==> config.mk <==
export PLATFORM = sky130hd
export DESIGN_NAME = swint_seq
export DESIGN_NICKNAME = d
export VERILOG_FILES = /design/src/rtl/swint_pkg.sv /design/src/rtl/swint_phys_addr.sv /design/src/rtl/swint_flag_clr.sv /design/src/rtl/swint_seq.sv
export SDC_FILE = /design/constraint.sdc
export NUM_CORES = 1
export LEC_CHECK = 0
export ABC_AREA = 1
export CAP_MARGIN = 20
export CORE_MARGIN = 2
export CORE_UTILIZATION = 50
export CTS_CLUSTER_DIAMETER = 50
export DETAILED_ROUTE_END_ITERATION = 8
export DONT_BUFFER_PORTS = 1
export SKIP_LAST_GASP = 1
export SLEW_MARGIN = 5
export SYNTH_ARGS = -nofsm -noshare
export SYNTH_HDL_FRONTEND = slang
export SYNTH_SLANG_ARGS = --single-unit
==> constraint.sdc <==
create_clock -name clk -period 3.5 [get_ports clk]
set_clock_uncertainty 0.1 [all_clocks]
set_input_delay 0.35 -clock clk [delete_from_list [all_inputs] [get_ports clk]]
set_output_delay 0.35 -clock clk [all_outputs]
set_load 0.005 [all_outputs]
==> src/rtl/swint_pkg.sv <==
package swint_pkg;

    typedef enum logic [1:0] {
        OP_INT  = 2'd0,
        OP_INTO = 2'd1,
        OP_IRET = 2'd2,
        OP_RSVD = 2'd3
    } swint_op_e;

    typedef enum logic [3:0] {
        S_IDLE,
        S_PUSH_FL,
        S_PUSH_CS,
        S_PUSH_IP,
        S_VEC_IP,
        S_VEC_CS,
        S_POP_IP,
        S_POP_CS,
        S_POP_FL,
        S_FINISH
    } swint_state_e;

endpackage

==> src/rtl/swint_phys_addr.sv <==
// Segment:offset to physical byte address, wrapping at the address width.
module swint_phys_addr #(
    parameter int W         = 16,
    parameter int SEG_SHIFT = 4
) (
    input  logic [W-1:0]           seg,
    input  logic [W-1:0]           off,
    output logic [W+SEG_SHIFT-1:0] phys
);
    localparam int AW = W + SEG_SHIFT;

    logic [AW-1:0] seg_ext;
    logic [AW-1:0] off_ext;

    assign seg_ext = {seg, {SEG_SHIFT{1'b0}}};
    assign off_ext = AW'(off);
    assign phys    = seg_ext + off_ext;
endmodule

==> src/rtl/swint_flag_clr.sv <==
// Produces the flags word seen by a handler: trap and interrupt-enable cleared.
module swint_flag_clr #(
    parameter int W      = 16,
    parameter int TF_BIT = 8,
    parameter int IF_BIT = 9
) (
    input  logic [W-1:0] flags_in,
    output logic [W-1:0] flags_out
);
    genvar i;
    generate
        for (i = 0; i < W; i++) begin : g_bit
            if (i == TF_BIT || i == IF_BIT) begin : g_clr
                assign flags_out[i] = 1'b0;
            end else begin : g_pass
                assign flags_out[i] = flags_in[i];
            end
        end
    endgenerate
endmodule

==> src/rtl/swint_seq.sv <==
module swint_seq
    import swint_pkg::*;
#(
    parameter int W         = 16,
    parameter int SEG_SHIFT = 4,
    parameter int TYPE_W    = 8,
    parameter int TF_BIT    = 8,
    parameter int IF_BIT    = 9,
    parameter int OF_BIT    = 11,
    parameter int OVF_TYPE  = 4
) (
    input  logic                   clk,
    input  logic                   rst_n,
    input  logic                   req_valid,
    input  logic [1:0]             req_op,
    input  logic [TYPE_W-1:0]      req_type,
    input  logic [W-1:0]           in_flags,
    input  logic [W-1:0]           in_cs,
    input  logic [W-1:0]           in_ip,
    input  logic [W-1:0]           in_ss,
    input  logic [W-1:0]           in_sp,
    output logic                   mem_req,
    output logic                   mem_we,
    output logic [W+SEG_SHIFT-1:0] mem_addr,
    output logic [W-1:0]           mem_wdata,
    input  logic                   mem_ack,
    input  logic [W-1:0]           mem_rdata,
    output logic                   busy,
    output logic                   done,
    output logic [W-1:0]           out_flags,
    output logic [W-1:0]           out_cs,
    output logic [W-1:0]           out_ip,
    output logic [W-1:0]           out_sp
);
    localparam int             AW        = W + SEG_SHIFT;
    localparam int             VEC_SHIFT = 2;           // 4-byte vector entries
    localparam logic [W-1:0]   STEP      = W'(W / 8);   // bytes per word

    swint_state_e state, state_nx;
    swint_op_e    op_in;

    logic [W-1:0]      flags_q, cs_q, ip_q, ss_q, sp_q;
    logic [W-1:0]      res_ip_q, res_cs_q;
    logic [TYPE_W-1:0] vec_q;
    logic [W-1:0]      ent_flags;
    logic [W-1:0]      stk_off;
    logic [AW-1:0]     stk_addr;
    logic [AW-1:0]     vec_base;
    logic              accept;
    logic              ovf_in;
    logic              skip_trap;
    logic              push_st;

    assign op_in     = swint_op_e'(req_op);
    assign accept    = req_valid && (state == S_IDLE) && (op_in != OP_RSVD);
    assign ovf_in    = in_flags[OF_BIT];
    assign skip_trap = (op_in == OP_INTO) && !ovf_in;
    assign push_st   = (state == S_PUSH_FL) || (state == S_PUSH_CS) || (state == S_PUSH_IP);

    // Stack address: pre-decrement on push, current pointer on pop.
    assign stk_off  = push_st ? (sp_q - STEP) : sp_q;
    assign vec_base = AW'(vec_q) << VEC_SHIFT;

    swint_phys_addr #(.W(W), .SEG_SHIFT(SEG_SHIFT)) u_stk_addr (
        .seg  (ss_q),
        .off  (stk_off),
        .phys (stk_addr)
    );

    swint_flag_clr #(.W(W), .TF_BIT(TF_BIT), .IF_BIT(IF_BIT)) u_flag_clr (
        .flags_in  (flags_q),
        .flags_out (ent_flags)
    );

    // State register
    always_ff @(posedge clk or negedge rst_n) begin
        if (!rst_n) state <= S_IDLE;
        else        state <= state_nx;
    end

    // Next state
    always_comb begin
        state_nx = state;
        unique case (state)
            S_IDLE: begin
                if (accept) begin
                    if (skip_trap)              state_nx = S_FINISH;
                    else if (op_in == OP_IRET)  state_nx = S_POP_IP;
                    else                        state_nx = S_PUSH_FL;
                end
            end
            S_PUSH_FL: if (mem_ack) state_nx = S_PUSH_CS;
            S_PUSH_CS: if (mem_ack) state_nx = S_PUSH_IP;
            S_PUSH_IP: if (mem_ack) state_nx = S_VEC_IP;
            S_VEC_IP:  if (mem_ack) state_nx = S_VEC_CS;
            S_VEC_CS:  if (mem_ack) state_nx = S_FINISH;
            S_POP_IP:  if (mem_ack) state_nx = S_POP_CS;
            S_POP_CS:  if (mem_ack) state_nx = S_POP_FL;
            S_POP_FL:  if (mem_ack) state_nx = S_FINISH;
            S_FINISH:               state_nx = S_IDLE;
            default:                state_nx = S_IDLE;
        endcase
    end

    // Bus and status outputs, decoded from the state
    always_comb begin
        mem_req   = 1'b0;
        mem_we    = 1'b0;
        mem_addr  = '0;
        mem_wdata = '0;
        unique case (state)
            S_PUSH_FL: begin
                mem_req = 1'b1; mem_we = 1'b1; mem_addr = stk_addr; mem_wdata = flags_q;
            end
            S_PUSH_CS: begin
                mem_req = 1'b1; mem_we = 1'b1; mem_addr = stk_addr; mem_wdata = cs_q;
            end
            S_PUSH_IP: begin
                mem_req = 1'b1; mem_we = 1'b1; mem_addr = stk_addr; mem_wdata = ip_q;
            end
            S_VEC_IP: begin
                mem_req = 1'b1; mem_addr = vec_base;
            end
            S_VEC_CS: begin
                mem_req = 1'b1; mem_addr = vec_base + AW'(STEP);
            end
            S_POP_IP, S_POP_CS, S_POP_FL: begin
                mem_req = 1'b1; mem_addr = stk_addr;
            end
            S_IDLE, S_FINISH: begin
                mem_req = 1'b0;
            end
            default: mem_req = 1'b0;
        endcase
    end

    assign busy = (state != S_IDLE);
    assign done = (state == S_FINISH);

    // Working registers and results
    always_ff @(posedge clk or negedge rst_n) begin
        if (!rst_n) begin
            flags_q   <= '0;
            cs_q      <= '0;
            ip_q      <= '0;
            ss_q      <= '0;
            sp_q      <= '0;
            vec_q     <= '0;
            res_ip_q  <= '0;
            res_cs_q  <= '0;
            out_flags <= '0;
            out_cs    <= '0;
            out_ip    <= '0;
            out_sp    <= '0;
        end else begin
            if (accept) begin
                flags_q <= in_flags;
                cs_q    <= in_cs;
                ip_q    <= in_ip;
                ss_q    <= in_ss;
                sp_q    <= in_sp;
                vec_q   <= (op_in == OP_INTO) ? TYPE_W'(OVF_TYPE) : req_type;
                if (skip_trap) begin
                    out_flags <= in_flags;
                    out_cs    <= in_cs;
                    out_ip    <= in_ip;
                    out_sp    <= in_sp;
                end
            end
            if (mem_ack) begin
                case (state)
                    S_PUSH_FL, S_PUSH_CS, S_PUSH_IP: begin
                        sp_q <= sp_q - STEP;
                    end
                    S_VEC_IP: begin
                        res_ip_q <= mem_rdata;
                    end
                    S_VEC_CS: begin
                        out_cs    <= mem_rdata;
                        out_ip    <= res_ip_q;
                        out_sp    <= sp_q;
                        out_flags <= ent_flags;
                    end
                    S_POP_IP: begin
                        res_ip_q <= mem_rdata;
                        sp_q     <= sp_q + STEP;
                    end
                    S_POP_CS: begin
                        res_cs_q <= mem_rdata;
                        sp_q     <= sp_q + STEP;
                    end
                    S_POP_FL: begin
                        out_flags <= mem_rdata;
                        out_ip    <= res_ip_q;
                        out_cs    <= res_cs_q;
                        out_sp    <= sp_q + STEP;
                        sp_q      <= sp_q + STEP;
                    end
                    default: begin
                    end
                endcase
            end
        end
    end
endmodule

-- After elaboration in Yosys (flattened, before gate mapping)
Index checks and enable logic that the tools add are counted.
- add/sub/neg operators: 4
- equal/unequal tests: 20
- mux-type cells: 36
- reductions and logical operators: 17
- operators by type and width (cell ; number):
    two-way mux 16 bit ; 16
    case mux 16 bit (2 select lines) ; 4
    case mux 20 bit (3 select lines) ; 1
    case mux 16 bit (3 select lines) ; 1
    two-way mux 4 bit ; 9
    case mux 4 bit (8 select lines) ; 1
    adder 20 x 16 -> 20 bit ; 1
    adder 16 x 2 -> 16 bit (second input constant) ; 1
    equality test 4 x 3 -> 1 bit (second input constant) ; 4
    != test 2 bit (second input constant) ; 8
    subtractor 16 x 2 -> 16 bit (second input constant) ; 1
    adder 10 x 2 -> 11 bit (second input constant) ; 1
    equality test 4 x 2 -> 1 bit (second input constant) ; 2
    equality test 4 bit (second input constant) ; 2
    two-way mux 8 bit ; 1
    AND reduction 8 bit ; 1
    OR reduction 8 bit ; 1
    OR reduction 3 bit ; 2
    OR reduction 6 bit ; 1
    equality test 4 x 1 -> 1 bit (second input constant) ; 1
    zero test 4 bit ; 1
    AND reduction 2 bit ; 2
    nonzero test 4 bit ; 1
    OR reduction 2 bit ; 2
    other kinds (8) ; 12
- flip-flop bits (word level): 188
- input port bits: 110
- output and inout port bits: 104
- logic and storage cells: 90

-- Longest topological paths before layout
- depth after elaboration: 6
- gate-level depth with buffers: 18
- mapped depth without buffers: 18

-- Modules after synthesis
A second synthesis with hierarchy kept.
- cells, all modules: 1554
- area, all modules: 10834.1 um2
- by module, submodules not included (module ; instances ; cells each ; area an instance (um2) ; seq. area each (um2)):
    swint_seq ; 1 ; 1369 ; 9835.7 ; 4704.5
    swint_phys_addr ; 1 ; 168 ; 874.6 ; 0.0
    swint_flag_clr ; 1 ; 17 ; 123.9 ; 0.0

-- Worst setup path before layout
OpenSTA, ideal clock, no wires.
- kind: flip-flop to output port
- start point: reg state[3]
- end point: out mem_addr[8]
- arrival: 2473 ps
- data required time: 3050 ps
- path slack: 577 ps
- stages on the path, launching flop included: 13
- buffers on the path: 1
- cell sequence: dfrtp_1 nor2_2 nand2_1 inv_2 clkbuf_1 o21ai_0 ha_1 fa_1 nand3_1 nand2_1 or2_2 nand3_1 o21ai_0
- cells in the longest elaborated chain, start to end: 6
- elaborated cells between the ends (all ways): 14
- those cells by class: add/sub (1); eq/ne (8); mux (2); reduce/logical (3)
- RTL lines (item ; line ; source):
    start, declared ; swint_seq.sv:39 ; swint_state_e state, state_nx;
    start signal, assigned ; swint_seq.sv:78 ; else state <= state_nx;
    equality test 4 x 1 -> 1 bit / equality test 4 x 2 -> 1 bit (equally long branches) ; swint_seq.sv:58, swint_seq.sv:111 ;
    logical OR 1 bit (2 in a row) ; swint_seq.sv:58 ; assign push_st = (state == S_PUSH_FL) || (state == S_PUSH_CS) || (state == S_PUSH_IP);
    two-way mux 16 bit ; swint_seq.sv:61 ; assign stk_off = push_st ? (sp_q - STEP) : sp_q;
    adder 20 x 16 -> 20 bit ; swint_phys_addr.sv:17 ; assign phys = seg_ext + off_ext;
    case mux 20 bit (3 select lines) (*) ; swint_seq.sv:111 ; unique case (state)
    end, declared ; swint_seq.sv:24 ; output logic [W+SEG_SHIFT-1:0] mem_addr,
Mark *: on every way between the ends. The rest lies on a longest branch, timed or not.

-- Final worst setup path
- start point: reg state[0]
- end point: out mem_addr[18]
The elaborated chain is that of the path after synthesis.

==> impl_metrics.yaml <==
status:
  outcome: "complete, but fails checks"
  violations: "negative hold slack"
critical_path:
  worstSetupPathDepth: 15
  worst_ep_arrival_time_ps: 2870
  path_cells: "nor2_4, inv_1, nand2_4, inv_8, nand3_1, o21ai_0, ha_1, fa_2, nand3_1, nand2_2, nand2_1, nand2_1, nand2_1, a21oi_1, nor2_2"
  cp-end-kind: "primary output"
  path_class: "flip-flop to primary output"
  slowest_delay_ps: 450
  crit_family: "simple AND/OR/NAND/NOR gates"
  slowest_stage: "dfrtp_1"
  reg2reg_from: "state[0]$_DFFE_PN0P_"
  reg2reg_to: "out_sp[9]$_DFF_PN0_"
  cpMostUsedCell: "nand2_1"
  worstSetupStartpoint: "state[0]$_DFFE_PN0P_"
  reg2regPathDepth: 7
  critical_path_buf_inv_count: 2
  cp-endpoint: "mem_addr[18]"
  critPathLaunchType: "flip-flop"
  worstPathMaxFanout: 27
  reg2reg_setup_slack_ps: 850
  cp.required_ps: 3050
clocking:
  ctsHoldBuffers: 76
  clock_latency_ps: 440
  cts_root_buf: "clkbuf_16"
  clkSinkCount: 188
  htreeDepth: 4
  clk_path_buf_depth: 2
  cts_buffers: 17
  cts_tree: "yes"
  clk_pin_slew_worst_paths_ps: 70
placed_design:
  portBuffers: 0
  placed_cell_area_um2: 10710
  dp_hpwl_um: 23460
  pre_cts_ws_ps: 259.9
  routabilityCongestion: 0.9279
  dp_cells: 1718
floorplan:
  core_region_area_um2: 20960
  rows: 53
  die_x_um: 149.8
  io_pins: 214
  dieArea_um2: 22440
  start_util: 0.5072
  dieHeight_um: 149.8
synthesis:
  synthFlopType: "dfrtp_1"
  seq_area_frac_synth: 0.4427
  synth_area_per_cell_um2: 7.062
  syn-cell-area_um2: 10630
  synth_top_area_cell: "dfrtp_1"
  synth_cell_type_count: 37
  syn_inst: 1505
  synth_warnings: 0
  syn-num-nets: 1633
  synth.top_cell.area_share: 0.4427
  synthArstFlopShare: 1.000
  synth_edf_count: 0
  ys_top_cells_by_area: "dfrtp_1, nand2_1, o21ai_0"
  synth-seq-cells: 188
timing:
  worst_slack_ps: 183.9
  setup-violations-final: 0
  fin_crit_sh: 0.9475
  fmax_mhz: 301.6
  max_slew.worst_pin.slew_ps: 1019
  fin_hold_ws_ps: -491.0
  slew_violations: 0
  relSlewSlack: 0.3192
  rsz0062_at_grt: "true"
  finalHoldViolCount: 188
  min_period_ps: 3316
global_routing:
  antenna_found_initial: 0
  grt_pass1_vias: 9666
  grt_use_total: 0.3073
  grt-ovfl-total: 0
  grt_pass1_wl_um: 52760
  grt_max_degree: 189
route:
  via_per_inst: 5.486
  drt-initial-drc-count: 786
  num_vias: 10070
  drc: 0
  postRouteAntennaNets: 0
  drt_wl_total_um: 34680
  wire_per_inst_um: 18.90
  drt-pass1-iter-count: 7
power:
  power_uw: 11290
  switching_power_uw: 5290
  combPwrFrac: 0.475
  clkPwrFrac: 0.171
  intPower_uw: 6004
  p_sw_frac: 0.4684
  cellLeakagePower_uw: 0.006092
  peakVddDrop_uv: 420.5
  power_frac_seq: 0.354
  power_density_nw_per_um2: 916.6
cells_and_area:
  area_growth_pct: 15.93
  drive_above_1_share: 0.07756
  final_cell_area_um2: 12320
  antennaDiodeCount: 0
  nets: 1676
  instances_no_fill: 1835
job:
  drv_cap: 0
worst_hold_path:
  hold_path_class: "primary input to asynchronous set/reset pin"
==> routing by layer <==
metal	up-vias	track usage	routed length (um)
li1	4912	-	-
met1	4761	0.3706	13830
met2	326	0.5406	17550
met3	68	0.05671	1985
met4	0	0.1274	1313
met5	-	0	0
==> placed cells by master (no fill, tap or decap), types with 26 or more instances in the layout <==
cell type,n
buf_4,26
dfrtp_1,180
dlygate4sd3_1,75
inv_1,145
nand2_1,554
nand3_1,67
nor2_1,73
o21ai_0,143
o21ai_1,69
==> registers in the layout, summed over array words and instances (netlist names), 16 cells and up <==
signal and cells:
res_cs_q 16, cs_q 16, flags_q 16, sp_q 16, ip_q 16, out_flags 16, out_ip 16, res_ip_q 16
ss_q 16, out_sp 16, out_cs 16
==> through the flow <==
| stage | TNS, ps | util |
|---|---|---|
| after floorplan | 0 | - |
| after global placement | 0 | 0.5112 |
| after detailed placement | 0 | 0.5112 |
| after CTS | -8.456 | 0.5780 |
| after global routing | -61.47 | 0.5880 |
| final | 0 | 0.5880 |
==> final cells by class <==
type / count / area (um^2)
Fill cell: 2089 / 8635
Multi-Input combinational cell: 1079 / 5081
Sequential cell: 188 / 4715
Timing Repair Buffer: 103 / 993.5
Inverter: 159 / 609.3
Clock buffer: 17 / 425.4
Tap cell: 275 / 344.1
Clock inverter: 14 / 152.6
==> logic make-up after synthesis <==
group                    count (synthesis)  share of synthesized area
XOR/XNOR                                 6                   0.004945
AO/OA/AOI/OAI                          298                     0.1518
flip-flops                             188                     0.4427
adder cells (fa/ha/maj)                 18                    0.02190
AND/OR/NAND/NOR                        757                     0.2848
buffers and inverters                  238                    0.09395
==> timing repair <==
action                                  4_1_cts  5_1_grt
hold endpoints to repair                    333      188
setup buffers                                 2        8
endpoints found under the setup margin       13       12
gates resized for setup                      14       49
pin swaps                                     4        8
==> power by group through the flow <==
stage	registers [uW]	logic (uW)	clock network, uW
3_3_place_gp	3990	4810	0
5_1_grt	4120	6090	2030
6_report	4000	5360	1930
2_1_floorplan	3680	3820	0
4_1_cts	3960	5070	1950
3_5_place_dp	3990	4870	0
==> cells in the mapped netlist, types with 20 or more instances <==
| master | n |
|---|---|
| buf_2 | 33 |
| nor2_1 | 85 |
| inv_1 | 149 |
| o22ai_1 | 23 |
| nand2_1 | 559 |
| clkbuf_1 | 33 |
| nand3_1 | 68 |
| o21ai_1 | 63 |
| dfrtp_1 | 188 |
| o211ai_1 | 23 |
| nor3_1 | 20 |
| o21ai_0 | 151 |
==> how the worst min path moves through the flow <==
stage | start | to | cells past startpoint
after floorplan | rst_n | cs_q[0]$_DFFE_PN0P_ | 0
after global placement | rst_n | ss_q[9]$_DFFE_PN0P_ | 0
after detailed placement | rst_n | ss_q[9]$_DFFE_PN0P_ | 0
after CTS | rst_n | ss_q[9]$_DFFE_PN0P_ | 0
after global routing | rst_n | ss_q[9]$_DFFE_PN0P_ | 0
final | rst_n | ss_q[9]$_DFFE_PN0P_ | 0
Power figures use the tool's default switching activity.
